File: config.mk
export PLATFORM = sky130hd
export DESIGN_NAME = rate_matcher
export DESIGN_NICKNAME = d
export VERILOG_FILES = /design/src/rtl/rm_pkg.sv /design/src/rtl/rm_ctrl.sv /design/src/rtl/rm_fifo.sv /design/src/rtl/rate_matcher.sv
export SDC_FILE = /design/constraint.sdc
export NUM_CORES = 1
export LEC_CHECK = 0
export ABC_AREA = 1
export CAP_MARGIN = 15
export CORE_ASPECT_RATIO = 0.6
export CORE_MARGIN = 5
export CORE_UTILIZATION = 50
export DETAILED_ROUTE_END_ITERATION = 8
export GPL_TIMING_DRIVEN = 0
export HOLD_SLACK_MARGIN = 0.03
export PLACE_DENSITY = 0.7
export SETUP_SLACK_MARGIN = 0.5
export SLEW_MARGIN = 20
export SYNTH_ARGS = -nofsm -noshare
export SYNTH_HDL_FRONTEND = slang
export SYNTH_HIERARCHICAL = 1
export SYNTH_SLANG_ARGS = --single-unit
File: constraint.sdc
create_clock -name clk -period 6.1 [get_ports clk]
set_input_delay 0.61 -clock clk [delete_from_list [all_inputs] [get_ports clk]]
set_output_delay 0.61 -clock clk [all_outputs]
set_load 0.02 [all_outputs]
File: src/rtl/rm_pkg.sv
// Package: shared types for the IDLE rate matcher.
// Assumes nothing beyond a two-bit mode field driven by the top.
package rm_pkg;
    typedef enum logic [1:0] {
        MODE_PLAIN = 2'b00,
        MODE_INDEP = 2'b01,
        MODE_COORD = 2'b10,
        MODE_ALIGN = 2'b11
    } rm_mode_e;
endpackage

File: src/rtl/rm_ctrl.sv
// rm_ctrl: decides, for the word offered this cycle, whether an IDLE is
// dropped or duplicated. It holds the single pending coordinated request
// and counts the requests it has to ignore.
// Assumes fill is the registered buffer level before the current edge.
module rm_ctrl
    import rm_pkg::*;
#(
    parameter int FW    = 4,
    parameter int HI_TH = 6,
    parameter int LO_TH = 2,
    parameter int CW    = 8
) (
    input  logic           clk,
    input  logic           rst_n,
    input  rm_mode_e       mode,
    input  logic           wr_valid,
    input  logic           wr_idle,
    input  logic [FW-1:0]  fill,
    input  logic           req_del,
    input  logic           req_ins,
    output logic           act_del,
    output logic           act_ins,
    output logic [CW-1:0]  ign_cnt
);
    logic pend_del, pend_ins;
    logic idle_wr, busy, ignored;

    assign idle_wr = wr_valid && wr_idle;
    assign busy    = pend_del || pend_ins;
    assign ignored = (mode == MODE_COORD) && (req_del || req_ins) &&
                     (busy || (req_del && req_ins));

    // Pick the action for the IDLE offered this cycle, per mode.
    always_comb begin
        act_del = 1'b0;
        act_ins = 1'b0;
        case (mode)
            MODE_INDEP: begin
                if (idle_wr && fill >= FW'(HI_TH))      act_del = 1'b1;
                else if (idle_wr && fill <= FW'(LO_TH)) act_ins = 1'b1;
            end
            MODE_COORD: begin
                act_del = idle_wr && pend_del;
                act_ins = idle_wr && pend_ins;
            end
            default: ;
        endcase
    end

    // Hold one request; release it on the IDLE it applies to.
    always_ff @(posedge clk) begin
        if (!rst_n || mode != MODE_COORD) begin
            pend_del <= 1'b0;
            pend_ins <= 1'b0;
        end else if (busy) begin
            if (act_del || act_ins) begin
                pend_del <= 1'b0;
                pend_ins <= 1'b0;
            end
        end else if (req_del) begin
            pend_del <= 1'b1;
        end else if (req_ins) begin
            pend_ins <= 1'b1;
        end
    end

    // Saturating count of requests dropped by the single-slot rule.
    always_ff @(posedge clk) begin
        if (!rst_n)                           ign_cnt <= '0;
        else if (ignored && ign_cnt != '1)    ign_cnt <= ign_cnt + 1'b1;
    end

    // never two requests held at once
    a_r10_one_pending: assert property (@(posedge clk) disable iff (!rst_n)
        $onehot0({pend_del, pend_ins}));

    // a request while one is pending bumps the counter
    a_r10_ign_count: assert property (@(posedge clk) disable iff (!rst_n)
        (mode == MODE_COORD && busy && req_del && ign_cnt != '1)
        |=> ign_cnt == $past(ign_cnt) + CW'(1));

    // coordinated mode with nothing pending takes no action
    a_r9_no_auto: assert property (@(posedge clk) disable iff (!rst_n)
        (mode == MODE_COORD && !busy) |-> !(act_del || act_ins));
endmodule

File: src/rtl/rm_fifo.sv
// rm_fifo: storage ring for the matcher. Accepts 0, 1 or 2 copies of an
// entry per cycle and pops at most one entry per cycle. Also keeps the
// fill level and the sticky error flag.
// Assumes DEPTH is a power of two. A full buffer does not count a
// simultaneous read as free space.
module rm_fifo #(
    parameter int EW    = 9,
    parameter int DEPTH = 8,
    localparam int AW   = $clog2(DEPTH),
    localparam int FW   = AW + 1
) (
    input  logic           clk,
    input  logic           rst_n,
    input  logic [1:0]     wr_n,
    input  logic [EW-1:0]  wr_entry,
    input  logic           rd_en,
    output logic [EW-1:0]  rd_entry,
    output logic           rd_valid,
    output logic [FW-1:0]  fill,
    output logic           err
);
    logic [EW-1:0] mem [DEPTH];
    logic [AW-1:0] wp, rp;
    logic [FW-1:0] space, want, n_acc;
    logic          pop, ovf, unf;

    assign space = FW'(DEPTH) - fill;
    assign want  = {{(FW-2){1'b0}}, wr_n};
    assign ovf   = want > space;
    assign n_acc = ovf ? space : want;
    assign pop   = rd_en && (fill != '0);
    assign unf   = rd_en && (fill == '0);

    // Store the accepted copies at consecutive slots.
    always_ff @(posedge clk) begin
        for (int i = 0; i < 2; i++) begin
            if (FW'(i) < n_acc) mem[wp + AW'(i)] <= wr_entry;
        end
    end

    // Advance pointers and the level; register the read word.
    always_ff @(posedge clk) begin
        if (!rst_n) begin
            wp       <= '0;
            rp       <= '0;
            fill     <= '0;
            rd_valid <= 1'b0;
            rd_entry <= '0;
        end else begin
            wp       <= wp + n_acc[AW-1:0];
            rp       <= rp + AW'(pop);
            fill     <= fill + n_acc - FW'(pop);
            rd_valid <= pop;
            if (pop) rd_entry <= mem[rp];
        end
    end

    // Latch any overflow or underflow until reset.
    always_ff @(posedge clk) begin
        if (!rst_n) err <= 1'b0;
        else        err <= err || ovf || unf;
    end

    // level never exceeds capacity
    a_r12_fill_bound: assert property (@(posedge clk) disable iff (!rst_n)
        fill <= FW'(DEPTH));

    // error flag is sticky
    a_r11_err_sticky: assert property (@(posedge clk) disable iff (!rst_n)
        err |=> err);

    // a read of a non-empty buffer yields a word next cycle
    a_r3_read_valid: assert property (@(posedge clk) disable iff (!rst_n)
        (rd_en && fill != '0) |=> rd_valid);

    // a read on an empty buffer yields no word and raises the flag
    a_r11_underflow: assert property (@(posedge clk) disable iff (!rst_n)
        (rd_en && fill == '0) |=> (!rd_valid && err));
endmodule

File: src/rtl/rate_matcher.sv
// rate_matcher: IDLE-based receive elastic buffer. Combines the decision
// logic with the storage ring. A dropped IDLE is simply not written; a
// duplicated IDLE is written into two slots in the same cycle.
// Assumes both sides share clk; rate differences come from enable gaps.
module rate_matcher
    import rm_pkg::*;
#(
    parameter int DATA_W = 8,
    parameter int DEPTH  = 8,
    parameter int HI_TH  = 6,
    parameter int LO_TH  = 2,
    parameter int CNT_W  = 8,
    localparam int FW    = $clog2(DEPTH) + 1,
    localparam int EW    = DATA_W + 1
) (
    input  logic              clk,
    input  logic              rst_n,
    input  logic [1:0]        mode,
    input  logic              wr_valid,
    input  logic [DATA_W-1:0] wr_data,
    input  logic              wr_idle,
    input  logic              rd_en,
    input  logic              req_del,
    input  logic              req_ins,
    output logic              rd_valid,
    output logic [DATA_W-1:0] rd_data,
    output logic              rd_idle,
    output logic [FW-1:0]     fill,
    output logic              err,
    output logic [CNT_W-1:0]  ign_cnt
);
    rm_mode_e      mode_e;
    logic          act_del, act_ins;
    logic [1:0]    wr_n;
    logic [EW-1:0] rd_entry;

    assign mode_e = rm_mode_e'(mode);

    // Number of copies of the offered word to store.
    always_comb begin
        if (!wr_valid || act_del) wr_n = 2'd0;
        else if (act_ins)         wr_n = 2'd2;
        else                      wr_n = 2'd1;
    end

    rm_ctrl #(
        .FW(FW), .HI_TH(HI_TH), .LO_TH(LO_TH), .CW(CNT_W)
    ) u_ctrl (
        .clk(clk), .rst_n(rst_n), .mode(mode_e),
        .wr_valid(wr_valid), .wr_idle(wr_idle), .fill(fill),
        .req_del(req_del), .req_ins(req_ins),
        .act_del(act_del), .act_ins(act_ins), .ign_cnt(ign_cnt)
    );

    rm_fifo #(
        .EW(EW), .DEPTH(DEPTH)
    ) u_fifo (
        .clk(clk), .rst_n(rst_n), .wr_n(wr_n),
        .wr_entry({wr_idle, wr_data}), .rd_en(rd_en),
        .rd_entry(rd_entry), .rd_valid(rd_valid), .fill(fill), .err(err)
    );

    assign rd_idle = rd_entry[EW-1];
    assign rd_data = rd_entry[DATA_W-1:0];

    // rate-neutral modes store exactly one entry per write
    a_r2_pass_once: assert property (@(posedge clk) disable iff (!rst_n)
        ((mode == 2'b00 || mode == 2'b11) && wr_valid && !rd_en &&
         fill < FW'(DEPTH)) |=> fill == $past(fill) + FW'(1));

    // a data word is always stored once
    a_r6_data_kept: assert property (@(posedge clk) disable iff (!rst_n)
        (wr_valid && !wr_idle && !rd_en && fill < FW'(DEPTH))
        |=> fill == $past(fill) + FW'(1));

    // independent mode drops an IDLE at a high level
    a_r4_indep_drop: assert property (@(posedge clk) disable iff (!rst_n)
        (mode == 2'b01 && wr_valid && wr_idle && !rd_en &&
         fill >= FW'(HI_TH)) |=> fill == $past(fill));
endmodule

# [Word-level counts from Yosys, hierarchy flattened]
# Memories as Yosys holds them, arrays and structs flattened. A register that Yosys moved wholly into a read port is not among the register bits.
# Cells that the tools add are included.
[classes] n_mux=18 n_reduce_logical=28 n_shift=0 n_eq_ne=6 n_addsub=7 div_mod_pow=0 n_mul=0 n_lt_le_gt_ge=5 bitwise=0
[ops] op="2-to-1 mux 1 bit" n=13
[ops] op="logical AND 1 bit" n=11
[ops] op="adder 8 x 1 -> 8 bit, second input constant" n=1
[ops] op="logical OR 1 bit" n=8
[ops] op="less-than comparator 1 x 4 -> 1 bit, first input constant" n=2
[ops] op="!= test 8 bit, second input constant" n=1
[ops] op="adder 4 bit" n=1
[ops] op="greater-or-equal comparator 4 x 3 -> 1 bit, second input constant" n=1
[ops] op="> comparator 2 x 4 -> 1 bit" n=1
[ops] op="less-or-equal comparator 4 x 2 -> 1 bit, second input constant" n=1
[ops] op="zero test 4 bit" n=1
[ops] op="2-to-1 mux 2 bit" n=2
[ops] op="2-to-1 mux 4 bit" n=1
[ops] op="!= test 2 bit, second input constant" n=2
[ops] op="one-hot mux 1 bit (2 select lines)" n=2
[ops] op="nonzero test 2 bit" n=2
[ops] op="nonzero test 4 bit" n=1
[ops] op="subtractor 4 x 1 -> 4 bit" n=1
[ops] op="subtractor 4 bit, first input constant" n=1
[ops] op="adder 3 x 1 -> 3 bit" n=1
[ops] op="adder 3 x 1 -> 3 bit, second input constant" n=1
[ops] op="adder 3 bit" n=1
[ops] op="zero test 1 bit" n=3
[ops] op="AND reduction 3 bit" n=1
[ops] op="4 further kinds" n=4
[word_totals] latch_bits=0 out_inout_bits=23 ramBits=72 mem_bits_ro=0 register_bits=22 n_memories=1
[memory_table] name="u_fifo.mem" depth=8 width=9 read_ports=1 rd_clocked_by_memory_dff=1 write_ports=2 line_no="rm_fifo.sv:22" text="logic [EW-1:0] mem [DEPTH];"

# [Logic depth before layout (Yosys ltp)]
# Gate-level depths: netlist (run 1).
[depth] ltp_word=12 ltp_mapped=24 ltp_nobuf=24

# [Modules after synthesis]
# The synthesis (run 1) kept the hierarchy.
[by_module_without_submodules] module="rm_fifo" seq_area_each_um2=2582.5 n_inst=1 area_each_um2=4146.5 cells_per_inst=396
[by_module_without_submodules] module="rm_ctrl" seq_area_each_um2=200.2 n_inst=1 area_each_um2=665.6 cells_per_inst=105
[by_module_without_submodules] module="rate_matcher" seq_area_each_um2=0.0 n_inst=1 area_each_um2=18.8 cells_per_inst=5

# [Worst setup path after synthesis (run 1)]
# Ideal clock, no wire load.
[synth_timing] path_kind="input port to flip-flop" startpoint="input port mode[0]" endpoint="register u_fifo.fill[2]" n_path_buf=0 arrival_time_ns=3.180 cell_stages=21 slack_ns=2.792 path_cell_list="inv_1 -> ha_1 -> nor2_1 -> nand2_1 -> inv_1 -> inv_1 -> nand2_1 -> nor2_1 -> ha_1 -> nand2_1 -> nand3_4 -> nor2_8 -> nand2_4 -> nand2_1 -> nand2_2 -> ha_1 -> inv_1 -> ha_1 -> fa_1 -> xnor2_1 -> nor2_1"
[synth_between] elab_chain_cells=8
[synth_rtl] item="start, declared" line_no="rate_matcher.sv:18" text="input logic [1:0] mode,"
[synth_rtl] item="equality test 2 bit or equality test 2 x 1 -> 1 bit (tied branches)" line_no="rm_ctrl.sv:37" text="case (mode)"
[synth_rtl] item="one-hot mux 1 bit (2 select lines) *" line_no="rm_ctrl.sv:37"
[synth_rtl] item="net act_del" line_no="rate_matcher.sv:33" text="logic act_del, act_ins;"
[synth_rtl] item="logical OR 1 bit *" line_no="rate_matcher.sv:41" text="if (!wr_valid || act_del) wr_n = 2'd0;"
[synth_rtl] item="2-to-1 mux 2 bit *" line_no="rate_matcher.sv:41"
[synth_rtl] item="net wr_n[1]" line_no="rate_matcher.sv:34" text="logic [1:0] wr_n;"
[synth_rtl] item="> comparator 2 x 4 -> 1 bit" line_no="rm_fifo.sv:29" text="assign ovf = want > space;"
[synth_rtl] item="2-to-1 mux 4 bit *" line_no="rm_fifo.sv:30" text="assign n_acc = ovf ? space : want;"
[synth_rtl] item="adder 4 bit *" line_no="rm_fifo.sv:52" text="fill <= fill + n_acc - FW'(pop);"
[synth_rtl] item="subtractor 4 x 1 -> 4 bit *" line_no="rm_fifo.sv:52"
[synth_rtl] item="end signal, assigned" line_no="rm_fifo.sv:52"
[synth_rtl] item="end, declared" line_no="rm_fifo.sv:19" text="output logic [FW-1:0] fill,"
# Mark *: on every way through the listed nets, which the timed path passes. The rest lies on a longest branch.
# A chain may end at the register's enable or synchronous reset.

# [Worst setup path after layout (run 1)]
[layout_timing] startpoint="input port mode[0]" endpoint="register u_fifo.fill[2]"
[layout_between] elab_chain_cells=8
[layout_rtl] item="equality test 2 bit or equality test 2 x 1 -> 1 bit (tied branches)" line_no="rm_ctrl.sv:37"
[layout_rtl] item="one-hot mux 1 bit (2 select lines) *" line_no="rm_ctrl.sv:37"
[layout_rtl] item="net act_ins" line_no="rate_matcher.sv:33"
[layout_rtl] item="2-to-1 mux 2 bit *" line_no="rate_matcher.sv:42" text="else if (act_ins) wr_n = 2'd2;"
[layout_rtl] item="2-to-1 mux 2 bit *" line_no="rate_matcher.sv:41"
[layout_rtl] item="net wr_n[1]" line_no="rate_matcher.sv:34"
[layout_rtl] item="> comparator 2 x 4 -> 1 bit" line_no="rm_fifo.sv:29"
[layout_rtl] item="2-to-1 mux 4 bit *" line_no="rm_fifo.sv:30"
[layout_rtl] item="adder 4 bit *" line_no="rm_fifo.sv:52"
[layout_rtl] item="subtractor 4 x 1 -> 4 bit *" line_no="rm_fifo.sv:52"
# Marks and branches as above.

==> flow_summary.ini, run 1 <==
[run_status]
outcome = finished clean

[final_layout]
final_cell_area_um2 = 5660
antenna_cells = 0
nNetsFinal = 591
multi_input_area_um2 = 1760
ff_latch_area_um2 = 2780
nFillCells = 777
layout-drive-gt1-share_pct = 9.09
fin_util_pct = 61.0
area_delta_synth_final_pct = 17.2
fin_cells = 691

[global_route]
grt_max_degree = 19
grt_pass1_vias = 3507
antenna_found_initial = 0
grt-ovfl-total = 0
grtUsageTotal_pct = 20.4
grt_pass1_wl_um = 18100

[yosys]
synth_edf_count = 72
syn_area_um2 = 4830
synth_warnings = 6
ys_seq_area_share_pct = 57.6
syn-num-nets = 541
yosysTopAreaCell = edfxtp_1
synthTopCellsByArea = edfxtp_1, dfxtp_1, nor2_1
synth_cells = 506
synth_common_cells = nor2_1, nand2_1, edfxtp_1
synth-async-reset-ratio_pct = 0
synth-seq-cells = 103
synth_flop_cell = edfxtp_1
ys_types = 34
syn_avg_cell_area_um2 = 9.55
synth_most_common_cell = nor2_1
synth.top_cell.area_share_pct = 44.8

[timing]
fin_skew_ns = 0.00740
rsz0062_at_grt = no
finalHoldViolations = 0
setup_slack_ns = 2.31
timing.final.crit_share_pct = 62.1
setup_viol = 0
worst_pin_slew_ns = 0.640
period_needed_ns = 3.79
timing.final.max_slew_violations = 0
setup_tns_ns = 0
max_clock_freq_mhz = 264
whs_ns = 0.466
slew_headroom_pct = 57.3

[clock_tree]
cts_num_sinks = 103
cts_tree = done
hold_buffers = 0
clk_pin_slew_worst_paths_ns = 0.07
clock_path_buffers = 2
clkLatencyLatePin_ns = 0.35
root_buffer = clkbuf_16
post_cts_buffers = 0
htreeDepth = 3
cts_resized = 0
numCtsBuffers = 9

[critical_path]
cp-start-kind = input pin
reg2reg_depth = 20
criticalPathCategory = in -> reg
cp.required_ns = 6.31
arrival_ns = 3.99
crit_path_end_kind = flop
cp_max_fo = 4

[drt]
routed_wl_um = 11300
via_per_inst = 5.33
ant_nets = 0
vias = 3684
dr.first_iter.drc_count = 343
first_pass_iters = 5
drc_errors = 0
wl_per_cell_um = 16.3

[placed_design]
gp_congestion = 0.863
place_area_um2 = 5380
io_buffers = 39
dp_hpwl_um = 7780
placed_cells = 675
post-place-ws_ns = 1.97

[die]
io_pins = 40
rows = 27
die_x_um = 137
dieArea_um2 = 11800
start_util_pct = 52.0
die_h_um = 86.1
core_um2 = 9290

[min_path]
holdPathStages = 2
hp-class = reg -> reg

[run]
cap_violations = 0

[power]
finalPower_mw = 2.54
peakVddDrop_uv = 199
power_density_nw_per_um2 = 449
power_leakage_nw = 2.26
-- layout by cell type (no fill, tap or decap), types with 4 or more instances in the layout --
cell | synthesis | layout
ha_1 | 16 | 16
edfxtp_1 | 72 | 72
o21ai_0 | 37 | 37
nor3_1 | 8 | 8
nand2_4 | 5 | 5
clkdlybuf4s50_1 | 0 | 39
buf_2 | 5 | 5
xnor2_1 | 5 | 5
dfxtp_1 | 31 | 31
xor2_1 | 4 | 4
inv_2 | 4 | 4
clkbuf_16 | 0 | 9
a21oi_1 | 19 | 19
nor2_1 | 97 | 97
inv_1 | 47 | 47
nand2_1 | 79 | 79
nand2_2 | 4 | 4
nand3_1 | 41 | 41
-- metal layers --
layer  track usage (%)  part of all wire (%)  up-vias
li1                  -                     -     1777
met4              6.70                   1.7        0
met1              28.4                    45     1727
met2              30.7                    44      157
met5                 0                     0        -
met3              5.98                   8.6       23
-- layout make-up --
| cell class | count | share of cell area [%] |
|---|---|---|
| flip-flops and latches | 103 | 49.1 |
| multi-input cells | 335 | 31.0 |
| repair buffers | 39 | 6.89 |
| clock buffers | 9 | 3.98 |
| inverters | 53 | 3.56 |
| well taps | 130 | 2.87 |
| plain buffers | 15 | 1.57 |
| clock inverters | 7 | 0.972 |
-- critical path, stage by stage --
cell,delay [ns]
clkdlybuf4s50_1,0.48
inv_1,0.05
ha_1,0.27
nor2_1,0.15
nand2_1,0.09
inv_1,0.08
inv_1,0.04
nor2_1,0.21
ha_1,0.30
nand2_1,0.12
nand3_4,0.10
nor2_8,0.14
nand2_4,0.07
nand2_1,0.07
nand2_2,0.08
ha_1,0.28
inv_1,0.04
ha_1,0.20
fa_1,0.39
xnor2_1,0.17
nor2_1,0.05
-- final timing paths --
kind                                          from            endpoint  slack [ns]
worst max-delay path                       mode[0]      u_fifo/fill[2]        2.31
worst max register to register      u_fifo/fill[3]      u_fifo/fill[2]        2.83
worst min-delay path            u_fifo/rd_entry[5]  u_fifo/rd_entry[5]        0.47
worst min register to register  u_fifo/rd_entry[5]  u_fifo/rd_entry[5]        0.47
-- report_power, final --
part / switching, mW / internal (mW)
clock: 0.259 / 0.281
combinational: 0.673 / 0.345
sequential: 0.0631 / 0.924
-- cell families (layout without fill, tap and decap cells) --
logic type | after synthesis | after routing | share of synthesized area [%]
buffers and inverters | 68 | 123 | 6.01
other | 1 | 1 | 0.0776
DFF | 103 | 103 | 57.6
and+or+nand+nor | 243 | 243 | 22.7
xor gates and xnor gates | 9 | 9 | 1.63
AOI/OAI and AO/OA | 64 | 64 | 7.02
adders and majority gates | 18 | 18 | 4.97
-- state kept, by name, indices dropped and copies added (netlist names) --
register,cells
u_fifo/mem,72
u_fifo/rd_entry,9
u_ctrl/ign_cnt,8
u_fifo/fill,4
u_fifo/rp,3
u_fifo/wp,3
u_ctrl/pend_del,1
u_ctrl/pend_ins,1
u_fifo/err,1
u_fifo/rd_valid,1
Note: power is estimated with default switching activity, not from simulation.
==> run 2, diff against run 1 <==
Settings changed: PLACE_DENSITY 0.7 to 0.73.
Clock period 6.1 ns to 3.19 ns, I/O delays scaled along.
==> run 2 against run 1 <==
Clock skew up 0.0029 ns. Final area up 23%. Wire length up 49%. Register-to-register slack got worse by 2.7 ns. Cell count is 7.7% higher. Total power rose to 2.6 times the previous value. Count of clock-buffer cells in the layout stayed put. Critical endpoint is now u_fifo/fill[1]. Largest cell class unchanged.
==> flow_summary.ini, run 2 (synthesis results as in run 1) <==
[run_status]
outcome = finished clean

[global_route]
grt_max_degree = 19
use_met1_pct = 30.2
grtUsageMet3_pct = 5.74
antenna_found_initial = 0
grt-ovfl-total = 0
grtUsageTotal_pct = 21.9
grt_use_met2_pct = 35.4
grt_pass1_wl_um = 19600
grt_pass1_vias = 3763
busiest_layer = met2

[timing]
timing.final.crit_share_pct = 96.1
worst_pin_slew_ns = 0.783
timing.final.max_slew_violations = 0
max_clock_freq_mhz = 326
finalHoldViolations = 0
fin_skew_ns = 0.0103
whs_ns = 0.334
period_needed_ns = 3.07
setup_viol = 0
rsz0062_at_grt = yes
slew_headroom_pct = 47.4

[critical_path]
crit_slowest_cell = fa_2
cpMostUsedCell = nand2_4
r2r_start = u_fifo/fill[3]
cp.required_ns = 3.48
crit_family = adder cells
criticalPathCategory = reg -> reg
crit_path_end_kind = flop
cp.depth = 22
arrival_ns = 3.35
crit_chain = inv_4 -> nand2_4 -> nand3_2 -> nand2_2 -> nand2_4 -> inv_2 -> inv_2 -> nand2_4 -> nor2_4 -> ha_4 -> nand2_4 -> nand3_4 -> nor2_8 -> nand2_4 -> nand2_4 -> nand2_4 -> ha_4 -> inv_2 -> ha_4 -> fa_2 -> nand2_1 -> inv_1
cp_num_buf_inv = 5
reg2reg_depth = 22
cp_max_fo = 3
slowest_delay_ns = 0.54
cp-start-kind = flop
reg2reg_to = u_fifo/fill[1]
r2r_slack_ns = 0.12

[final_layout]
area_delta_synth_final_pct = 43.7
nNetsFinal = 644
fin_util_pct = 74.7
antenna_cells = 0
top_register = u_fifo/mem
fin_cells = 744
final_cell_area_um2 = 6940
largest_reg_flops = 72
layout-drive-gt1-share_pct = 29.0
top_regs = u_fifo/mem (72), u_fifo/rd_entry (9), u_ctrl/ign_cnt (8)
layout_commonest_cell = nor2_1
nFillCells = 596
final_cell_mix = nor2_1, edfxtp_1, nand2_1, clkdlybuf4s50_1, o21ai_0

[placed_design]
io_buffers = 39
dp_hpwl_um = 8000
gp_congestion = 0.821
placed_cells = 675
place_area_um2 = 5470

[min_path]
hold_end = u_fifo/mem[4][8]
hp-class = in -> reg
hold_start = wr_idle
holdPathStages = 1

[run]
cap_violations = 0

[clock_tree]
clk_pin_slew_worst_paths_ns = 0.08
clock_path_buffers = 2
clkLatencyLatePin_ns = 0.35
root_buffer = clkbuf_16
numCtsBuffers = 9
hold_buffers = 0
htreeDepth = 3
cts_tree = done
cts_num_sinks = 103

[die]
io_pins = 40
die_x_um = 137
die_h_um = 86.1
dieArea_um2 = 11800
core_um2 = 9290
start_util_pct = 52.0
rows = 27

[drt]
dr.first_iter.drc_count = 689
wl_per_cell_um = 22.5
drc_errors = 0
via_per_inst = 5.92
first_pass_iters = 6
vias = 4403
ant_nets = 0
routed_wl_um = 16800

[power]
peakVddDrop_uv = 758
power_leakage_nw = 2.68
power_density_nw_per_um2 = 947
finalPower_mw = 6.57
==> run 2: worst max path at each step <==
stage	to	startpoint	slack [ns]
3_5_place_dp	u_fifo/fill[1]	mode[0]	-0.57
3_3_place_gp	u_fifo/fill[2]	mode[0]	-0.44
5_1_grt	u_fifo/fill[1]	u_fifo/fill[3]	0.06
2_1_floorplan	u_fifo/fill[1]	mode[0]	0.36
6_report	u_fifo/fill[1]	u_fifo/fill[3]	0.12
4_1_cts	u_fifo/fill[1]	u_fifo/fill[3]	0.31
==> run 2: routing by layer <==
metal	vias up	wire length, um
met5	-	0
met4	0	894
met3	91	1900
met2	343	7700
met1	2066	6260
li1	1903	-
==> run 2: per-stage QoR <==
stage / setup slack (ns) / TNS (ns)
CTS: 0.313 / 0
detailed placement: -0.569 / -30.77
finish: 0.125 / 0
floorplan: 0.362 / 0
global placement: -0.444 / -20.06
global route: 0.0595 / 0
==> run 2: layout make-up <==
type	instances	area (um2)	share of cell area (%)
sequential	103	2800	40.3
tap	130	163	2.34
inverter	53	214	3.08
buffer	15	88.8	1.28
multi-input combinational	343	2530	36.5
clock buffer	9	225	3.24
timing repair buffer	84	843	12.2
clock inverter	7	77.6	1.12
==> run 2: power by group <==
group	internal [mW]	switching [mW]	total (mW)
clock network	0.620	0.516	1.14
logic	1.37	2.16	3.52
registers	1.78	0.139	1.91
total	3.76	2.81	6.57
==> run 2: repair_timing <==
| item | in CTS | in global routing |
|---|---|---|
| endpoints found under the hold margin | 0 | 0 |
| setup buffers | 28 | 17 |
| endpoints found under the setup margin | 79 | 80 |
| pin swaps | 19 | 39 |
| resized for setup | 35 | 123 |
| gates cloned | 0 | 8 |
